File: src/rtl/amo_pkg.sv
package amo_pkg;

    localparam logic [3:0] OP_LR   = 4'd0;
    localparam logic [3:0] OP_SC   = 4'd1;
    localparam logic [3:0] OP_SWAP = 4'd2;
    localparam logic [3:0] OP_ADD  = 4'd3;
    localparam logic [3:0] OP_AND  = 4'd4;
    localparam logic [3:0] OP_OR   = 4'd5;
    localparam logic [3:0] OP_XOR  = 4'd6;
    localparam logic [3:0] OP_MIN  = 4'd7;
    localparam logic [3:0] OP_MAX  = 4'd8;
    localparam logic [3:0] OP_MINU = 4'd9;
    localparam logic [3:0] OP_MAXU = 4'd10;
    localparam logic [3:0] OP_LAST = OP_MAXU;

    typedef enum logic [2:0] {
        ST_IDLE,
        ST_DRAIN,
        ST_READ,
        ST_CAPTURE,
        ST_CHECK,
        ST_WRITE,
        ST_RESP
    } amo_state_e;

endpackage

File: src/rtl/amo_alu.sv
module amo_alu
    import amo_pkg::*;
#(
    parameter int DW = 32
) (
    input  logic [3:0]    op_i,
    input  logic [DW-1:0] old_i,
    input  logic [DW-1:0] opnd_i,
    output logic [DW-1:0] new_o
);
    logic lt_s;
    logic lt_u;

    always_comb begin
        lt_s = $signed(old_i) < $signed(opnd_i);
        lt_u = old_i < opnd_i;
        unique case (op_i)
            OP_ADD:  new_o = old_i + opnd_i;
            OP_AND:  new_o = old_i & opnd_i;
            OP_OR:   new_o = old_i | opnd_i;
            OP_XOR:  new_o = old_i ^ opnd_i;
            OP_MIN:  new_o = lt_s ? old_i : opnd_i;
            OP_MAX:  new_o = lt_s ? opnd_i : old_i;
            OP_MINU: new_o = lt_u ? old_i : opnd_i;
            OP_MAXU: new_o = lt_u ? opnd_i : old_i;
            default: new_o = opnd_i;
        endcase
    end
endmodule

File: src/rtl/amo_req_chk.sv
module amo_req_chk
    import amo_pkg::*;
#(
    parameter int OFFW = 2
) (
    input  logic [OFFW-1:0] addr_lo_i,
    input  logic [3:0]      op_i,
    output logic            bad_o
);
    always_comb begin
        bad_o = (addr_lo_i != '0) || (op_i > OP_LAST);
    end
endmodule

File: src/rtl/amo_resv.sv
module amo_resv #(
    parameter int WAW = 30
) (
    input  logic           clk,
    input  logic           rst_n,
    input  logic           set_i,
    input  logic           clr_i,
    input  logic [WAW-1:0] addr_i,
    input  logic           snoop_valid_i,
    input  logic [WAW-1:0] snoop_waddr_i,
    output logic           hit_o
);
    logic           held_q;
    logic [WAW-1:0] addr_q;

    always_ff @(posedge clk or negedge rst_n) begin
        if (!rst_n) begin
            held_q <= 1'b0;
            addr_q <= '0;
        end else if (clr_i) begin
            held_q <= 1'b0;
        end else if (set_i) begin
            addr_q <= addr_i;
            held_q <= !(snoop_valid_i && snoop_waddr_i == addr_i);
        end else if (snoop_valid_i && snoop_waddr_i == addr_q) begin
            held_q <= 1'b0;
        end
    end

    assign hit_o = held_q && (addr_q == addr_i);
endmodule

File: src/rtl/amo_seq.sv
module amo_seq
    import amo_pkg::*;
#(
    parameter int AW = 32,
    parameter int DW = 32
) (
    input  logic             clk,
    input  logic             rst_n,
    input  logic             req_valid,
    output logic             req_ready,
    input  logic [3:0]       req_op,
    input  logic [AW-1:0]    req_addr,
    input  logic [DW-1:0]    req_data,
    input  logic             req_acq,
    input  logic             req_rel,
    input  logic             wr_pending,
    output logic             rsp_valid,
    output logic [DW-1:0]    rsp_data,
    output logic             rsp_err,
    output logic             mem_en,
    output logic             mem_we,
    output logic [AW-1:0]    mem_addr,
    output logic [DW-1:0]    mem_wdata,
    input  logic [DW-1:0]    mem_rdata,
    input  logic             snoop_valid,
    input  logic [AW-$clog2(DW/8)-1:0] snoop_waddr
);
    localparam int OFFW = $clog2(DW / 8);
    localparam int WAW  = AW - OFFW;

    amo_state_e     state, state_nx;
    logic [3:0]     op_q;
    logic [WAW-1:0] waddr_q;
    logic [DW-1:0]  opnd_q;
    logic [DW-1:0]  result_q;
    logic           acq_q;
    logic           err_q;
    logic           bad;
    logic           accept;
    logic           resv_hit;
    logic [DW-1:0]  alu_y;

    amo_req_chk #(.OFFW(OFFW)) u_chk_req (
        .addr_lo_i (req_addr[OFFW-1:0]),
        .op_i      (req_op),
        .bad_o     (bad)
    );

    amo_alu #(.DW(DW)) u_alu (
        .op_i   (op_q),
        .old_i  (result_q),
        .opnd_i (opnd_q),
        .new_o  (alu_y)
    );

    amo_resv #(.WAW(WAW)) u_resv (
        .clk           (clk),
        .rst_n         (rst_n),
        .set_i         (state == ST_CAPTURE && op_q == OP_LR),
        .clr_i         (state == ST_CHECK),
        .addr_i        (waddr_q),
        .snoop_valid_i (snoop_valid),
        .snoop_waddr_i (snoop_waddr),
        .hit_o         (resv_hit)
    );

    assign accept = req_valid && req_ready;

    function automatic amo_state_e first_phase(input logic [3:0] op);
        return (op == OP_SC) ? ST_CHECK : ST_READ;
    endfunction

    function automatic amo_state_e start_state(input logic is_bad, input logic rel,
                                               input logic pend, input logic [3:0] op);
        if (is_bad)          return ST_RESP;
        else if (rel && pend) return ST_DRAIN;
        else                 return first_phase(op);
    endfunction

    // next-state logic
    always_comb begin
        state_nx = state;
        unique case (state)
            ST_IDLE:    if (accept) state_nx = start_state(bad, req_rel, wr_pending, req_op);
            ST_DRAIN:   if (!wr_pending) state_nx = first_phase(op_q);
            ST_READ:    state_nx = ST_CAPTURE;
            ST_CAPTURE: state_nx = (op_q == OP_LR) ? ST_RESP : ST_WRITE;
            ST_CHECK:   state_nx = resv_hit ? ST_WRITE : ST_RESP;
            ST_WRITE:   state_nx = ST_RESP;
            ST_RESP:    state_nx = accept ? start_state(bad, req_rel, wr_pending, req_op)
                                          : ST_IDLE;
            default:    state_nx = ST_IDLE;
        endcase
    end

    // state register
    always_ff @(posedge clk or negedge rst_n) begin
        if (!rst_n) state <= ST_IDLE;
        else        state <= state_nx;
    end

    // request and result registers
    always_ff @(posedge clk or negedge rst_n) begin
        if (!rst_n) begin
            op_q     <= '0;
            waddr_q  <= '0;
            opnd_q   <= '0;
            result_q <= '0;
            acq_q    <= 1'b0;
            err_q    <= 1'b0;
        end else if (accept) begin
            op_q     <= req_op;
            waddr_q  <= req_addr[AW-1:OFFW];
            opnd_q   <= req_data;
            acq_q    <= req_acq;
            err_q    <= bad;
            result_q <= '0;
        end else if (state == ST_CAPTURE) begin
            result_q <= mem_rdata;
        end else if (state == ST_CHECK) begin
            result_q <= resv_hit ? DW'(0) : DW'(1);
        end
    end

    // outputs
    always_comb begin
        req_ready = 1'b0;
        rsp_valid = 1'b0;
        mem_en    = 1'b0;
        mem_we    = 1'b0;
        unique case (state)
            ST_IDLE:    req_ready = 1'b1;
            ST_READ:    mem_en = 1'b1;
            ST_WRITE: begin
                mem_en = 1'b1;
                mem_we = 1'b1;
            end
            ST_RESP: begin
                rsp_valid = 1'b1;
                req_ready = !acq_q;
            end
            default: ;
        endcase
        rsp_data  = result_q;
        rsp_err   = err_q;
        mem_addr  = {waddr_q, {OFFW{1'b0}}};
        mem_wdata = (op_q == OP_SC) ? opnd_q : alu_y;
    end
endmodule

File: config.mk
export PLATFORM = sky130hd
export DESIGN_NAME = amo_seq
export DESIGN_NICKNAME = d
export VERILOG_FILES = /design/src/rtl/amo_pkg.sv /design/src/rtl/amo_alu.sv /design/src/rtl/amo_req_chk.sv /design/src/rtl/amo_resv.sv /design/src/rtl/amo_seq.sv
export SDC_FILE = /design/constraint.sdc
export NUM_CORES = 1
export LEC_CHECK = 0
export BUFFER_PORTS_ARGS = -buffer_cell sky130_fd_sc_hd__buf_2
export CAP_MARGIN = 5
export CORE_UTILIZATION = 61
export DETAILED_ROUTE_END_ITERATION = 10
export PLACE_DENSITY_LB_ADDON = 0.1
export SYNTH_ARGS = -nofsm -noshare
export SYNTH_HDL_FRONTEND = slang
export SYNTH_SLANG_ARGS = --single-unit
File: constraint.sdc
create_clock -name clk -period 6.5 [get_ports clk]
set_clock_uncertainty 0.2 [all_clocks]
set_input_delay 0.975 -clock clk [delete_from_list [all_inputs] [get_ports clk]]
set_output_delay 0.975 -clock clk [all_outputs]
set_load 0.005 [all_outputs]
* After elaboration in Yosys (flattened, before gate mapping)
Index checks and enable logic that the tools add are counted.
** Storage, ports and cells
- Register bits after elaboration :: 134
- Input bits :: 137
- Output and inout bits :: 101
- Word-level logic and storage cells :: 82
** Operators by class
- $add $sub $neg :: 1
- $lt $le $gt $ge :: 3
- Equal/unequal tests :: 21
- Muxes and demuxes :: 27
- Bitwise gates (word level) :: 4
- Reductions and logical operators :: 17
** Operator list (count)
- 2-to-1 mux 32 bit :: 8
- case mux 32 bit (8 select lines) :: 1
- equality test 30 bit :: 3
- less-than comparator 32 bit :: 2
- adder 32 bit :: 1
- bitwise AND 32 bit :: 1
- bitwise OR 32 bit :: 1
- XOR 32 bit :: 1
- 2-to-1 mux 3 bit :: 7
- case mux 3 bit (7 select lines) :: 1
- equality test 4 x 3 -> 1 bit (second input constant) :: 4
- equality test 4 bit (second input constant) :: 3
- equality test 3 bit (second input constant) :: 3
- equality test 4 x 1 -> 1 bit (second input constant) :: 2
- 2-to-1 mux 1 bit :: 7
- equality test 3 x 2 -> 1 bit (second input constant) :: 2
- logical AND 1 bit :: 6
- nonzero test 3 bit :: 2
- equality test 4 x 2 -> 1 bit (second input constant) :: 1
- greater-than comparator 4 bit (second input constant) :: 1
- zero test 4 bit :: 1
- 2-to-1 mux 2 bit :: 2
- inequality test 2 bit (second input constant) :: 2
- AND reduction 2 bit :: 2
- 8 further kinds :: 9

* Logic depth before layout (Yosys ltp)
- Depth in word-level cells :: 6
- Depth in mapped cells :: 14

* Hierarchy
Synthesis repeated with hierarchy kept, for this count alone.
** Unflattened totals
- Cells, all modules :: 1218
- Area total of the unflattened synthesis :: 11489.8 um^2
** By module, submodules not included
- amo_alu :: times used 1, cells each 716, area each 4911.0 um^2, sequential area each 0.0 um^2
- amo_seq :: times used 1, cells each 311, area each 4426.7 um^2, sequential area each 2577.5 um^2
- amo_resv :: times used 1, cells each 188, area each 2130.8 um^2, sequential area each 775.7 um^2
- amo_req_chk :: times used 1, cells each 3, area each 21.3 um^2, sequential area each 0.0 um^2

* Worst setup path before layout
OpenSTA, ideal clock, no wires.
- Path kind :: register to output
- Start point :: reg result_q[27] (netlist: rsp_data[27])
- End point :: out mem_wdata[30]
- Arrival :: 3222 ps
- Data required time :: 5325 ps
- Slack :: 2103 ps
- Cell stages (with the launch flop) :: 15
- Cells stage by stage :: dfrtp_1 inv_1 ha_1 buf_6 nor4_2 nand3_2 nor4b_4 o41ai_4 nand3_1 mux2_2 or3_1 buf_2 buf_6 a222oi_1 o21ai_1
** Between the ends
- Longest elaborated chain between the ends :: 4
- Elaborated cells between the ends (all ways) :: 9
** Ends and longest elaborated chain
- start: declaration :: line amo_seq.sv:35 : logic [DW-1:0] result_q;
- start signal: assignment :: line amo_seq.sv:119 : result_q <= mem_rdata;
- start signal: assignment :: line amo_seq.sv:121 : result_q <= resv_hit ? DW'(0) : DW'(1);
- less-than comparator 32 bit (on tied branches) :: line amo_alu.sv:16, amo_alu.sv:15
- 2-to-1 mux 32 bit (on tied branches)
- case mux 32 bit (8 select lines) (*) :: line amo_alu.sv:17 : unique case (op_i)
- 2-to-1 mux 32 bit (*) :: line amo_seq.sv:147 : mem_wdata = (op_q == OP_SC) ? opnd_q : alu_y;
- end: declaration :: line amo_seq.sv:23 : output logic [DW-1:0] mem_wdata,
Every way passes the cells marked *; elsewhere a longest branch is shown, timed or not.

* Final worst setup path
- Start point :: reg result_q[1] (netlist: rsp_data[1])
- End point :: out mem_wdata[23]
Same word-level chain as after synthesis.

==> results.md <==
* # port buffers at 235
* Slowest CP cell: or3_1
* Final setup fails at 0
* Sequential share of power at 24.0%
* Gate power share at 62.2%
* Design area at 12900 um^2
* Sw Ratio at 50.0%
* CP Cell Sequence: inv_1 > ha_1 > o21bai_1 > a221oi_2 > o32ai_2 > o41ai_4 > nand3_1 > mux2_2 > or3_1 > a222oi_1 > o21ai_1 > buf_2
* H-tree Lvls at 4
* Worst-case clock buffer depth at 2
* Number of global-route vias before repair at 9883
* Synth-to-layout area growth at 16.4%
* Worst-skew pair later-pin latency at 0.44 ns
* Final TNS setup at 0 ns
* Minimum clock period at 5.80 ns
* Drt drc at 0
* Die height at 137 um
* Share of post-route cells with drive strength above 1 at 26.1%
* Num ports at 238
* Placed Cells at 1639
* Worst path arrival time at 4.63 ns
* CP endpoint kind: output port
* Synth top cells by count: dfrtp_1, o21ai_0, ha_1, nand2_1, inv_1
* FF/Latch Area at 3350 um^2
* Post-cts hold buffer count at 0
* Area of the multi-input gates at 7110 um^2
* Worst R2R Setup Slack at 3.39 ns
* First-pass GRT wire length at 52100 um
* Vias at 10600
* Root Driver: clkbuf_16
* Initial core utilization at 63.4%
* Pre-CTS setup slack at 1.30 ns
* Dpl cell area at 12300 um^2
* Detailed Place HPWL at 23700 um
* Fmax at 172 MHz
* Family with the most delay on the worst path: compound AO/OA/AOI/OAI gates
* Area leader, netlist: dfrtp_1
* Psw at 3.62 mW
* Min-delay worst type: reg2reg
* Wire length per cell at 20.1 um
* Post-Syn Area at 11100 um^2
* Fin cells at 1672
* Placeable Area at 17500 um^2
* Pins Over Slew Limit at 0
* Max-cap violations at 0
* Status: complete, no violations
* Fin crit share at 89.3%
* # clock sinks at 134
* WL final at 33700 um
* Final WS setup at 0.697 ns
* Seq cells post-synth at 134
* Initial antenna violation count at 2
* CTS tree: built
* PD cells at 560 nW/um^2
* Clock Power Share at 13.8%
* Gate Count Post-Synth at 1244
* Worst-path clk slew at 0.06 ns
* GPL Wtd Cong at 1.04
* Drt pass-1 iters at 6
* CTS resizes at 0
* Post-route ant nets at 0
* Final hold violations at 0
* Peak VDD IR at 354 uV
* Syn avg cell area at 8.93 um^2
* Count leader, synth: dfrtp_1
* Post-layout util at 73.8%
* Crit-path max FO at 15
* Unique masters post-synth at 80
* Largest stage delay, worst path at 0.69 ns
* Post-CTS setup buffers at 0
* Yosys warns at 0
* Post-synth EDFFs at 0
* Die width at 137 um
* Area share of the largest cell type after synthesis at 30.2%
* Leak at 6.15 nW
* WHS Path Cells at 1
* Overall power at 7.25 mW
* R2r worst-path depth at 6
* Int Power at 3.63 mW
* WP depth at 12
* FP Rows at 48
* Synth Flop Type: dfrtp_1
* Pin count of the biggest net entering global routing at 91
* Tightest Pin Transition at 1.12 ns
* Area contributors post-synth: dfrtp_1, ha_1, mux2_2
* Worst path required time at 5.32 ns
* Ys async rst share at 100%
* Min Hold Slack at 0.313 ns
* Seq/Total Area, Yosys at 30.2%
* # fillers at 1338
* Avg Vias per Cell at 6.31
* Nets at 1667
* Total global routing track utilization at 36.3%
* Slew headroom at 24.6%
* Kind of critical path: reg2out
* Worst path bufs/invs at 2
* Unrepaired setup endpoints after global routing: false
* Cts bufs inserted at 17
* Grt ovf at 0
* Initial drt markers at 1024
* Die area at 18800 um^2
* Startpoint types: flip-flop
[placed cells by master (no fill, tap or decap), types with 32 or more instances in the layout]
cell type	instances
buf_2	234
dfrtp_1	133
o21ai_0	97
ha_1	96
nand2_1	95
inv_1	74
a21oi_1	70
xnor2_1	69
mux2_2	68
nor2_1	65
xor2_1	43
a22o_1	32
[flip-flops by register name (all words and copies together) (netlist names)]
register       count
opnd_q            32
op_q               4
u_resv.held_q      1
state              3
u_resv.addr_q     30
acq_q              1
rsp_err            1
waddr_q           30
rsp_data          32
[logic make-up (layout without fill, tap and decap cells)]
logic type	Yosys count	after routing	share of synthesized area, %
AO/OA/AOI/OAI	373	373	23.0
buffers and inverters	159	360	5.97
adder cells (fa/ha/maj)	97	97	11.0
AND/OR/NAND/NOR	296	296	13.8
other	1	3	0.0337
XOR/XNOR	112	112	8.83
flip-flops	134	134	30.2
multiplexers	72	72	7.25
[cell type report]
| type | instances | area share (%) |
|---|---|---|
| Sequential cell | 134 | 25.9 |
| Multi-Input combinational cell | 952 | 55.0 |
| Clock inverter | 14 | 1.21 |
| Timing Repair Buffer | 251 | 10.1 |
| Inverter | 77 | 2.23 |
| Clock buffer | 18 | 3.39 |
| Tap cell | 225 | 2.18 |
| Antenna cell | 1 | 0.0193 |
[power by group through the flow]
stage	sequential [mW]	combinational (mW)	clock [mW]
after floorplan	1.55	3.16	0
after global placement	1.71	4.31	0
after detailed placement	1.73	4.38	0
after CTS	1.73	4.44	1.00
after global routing	1.79	4.91	1.04
final	1.74	4.51	1.00
[worst paths after layout]
path	start	end
setup / recovery	rsp_data[1]	mem_wdata[23]
hold / removal	acq_q	acq_q
setup reg to reg	state[2]	rsp_data[22]
hold reg to reg	acq_q	acq_q
max in group asynchronous	rst_n	u_resv.held_q
min in group asynchronous	rst_n	rsp_data[4]
[per-layer routing]
layer | routed length (um) | up-vias | GRT usage [%]
li1 | - | 4860 | -
met3 | 2900 | 76 | 9.04
met4 | 737 | 2 | 12.1
met5 | 11 | - | 0
met1 | 13900 | 5089 | 46.4
met2 | 16100 | 531 | 59.8
Power figures use the tool's default switching activity.
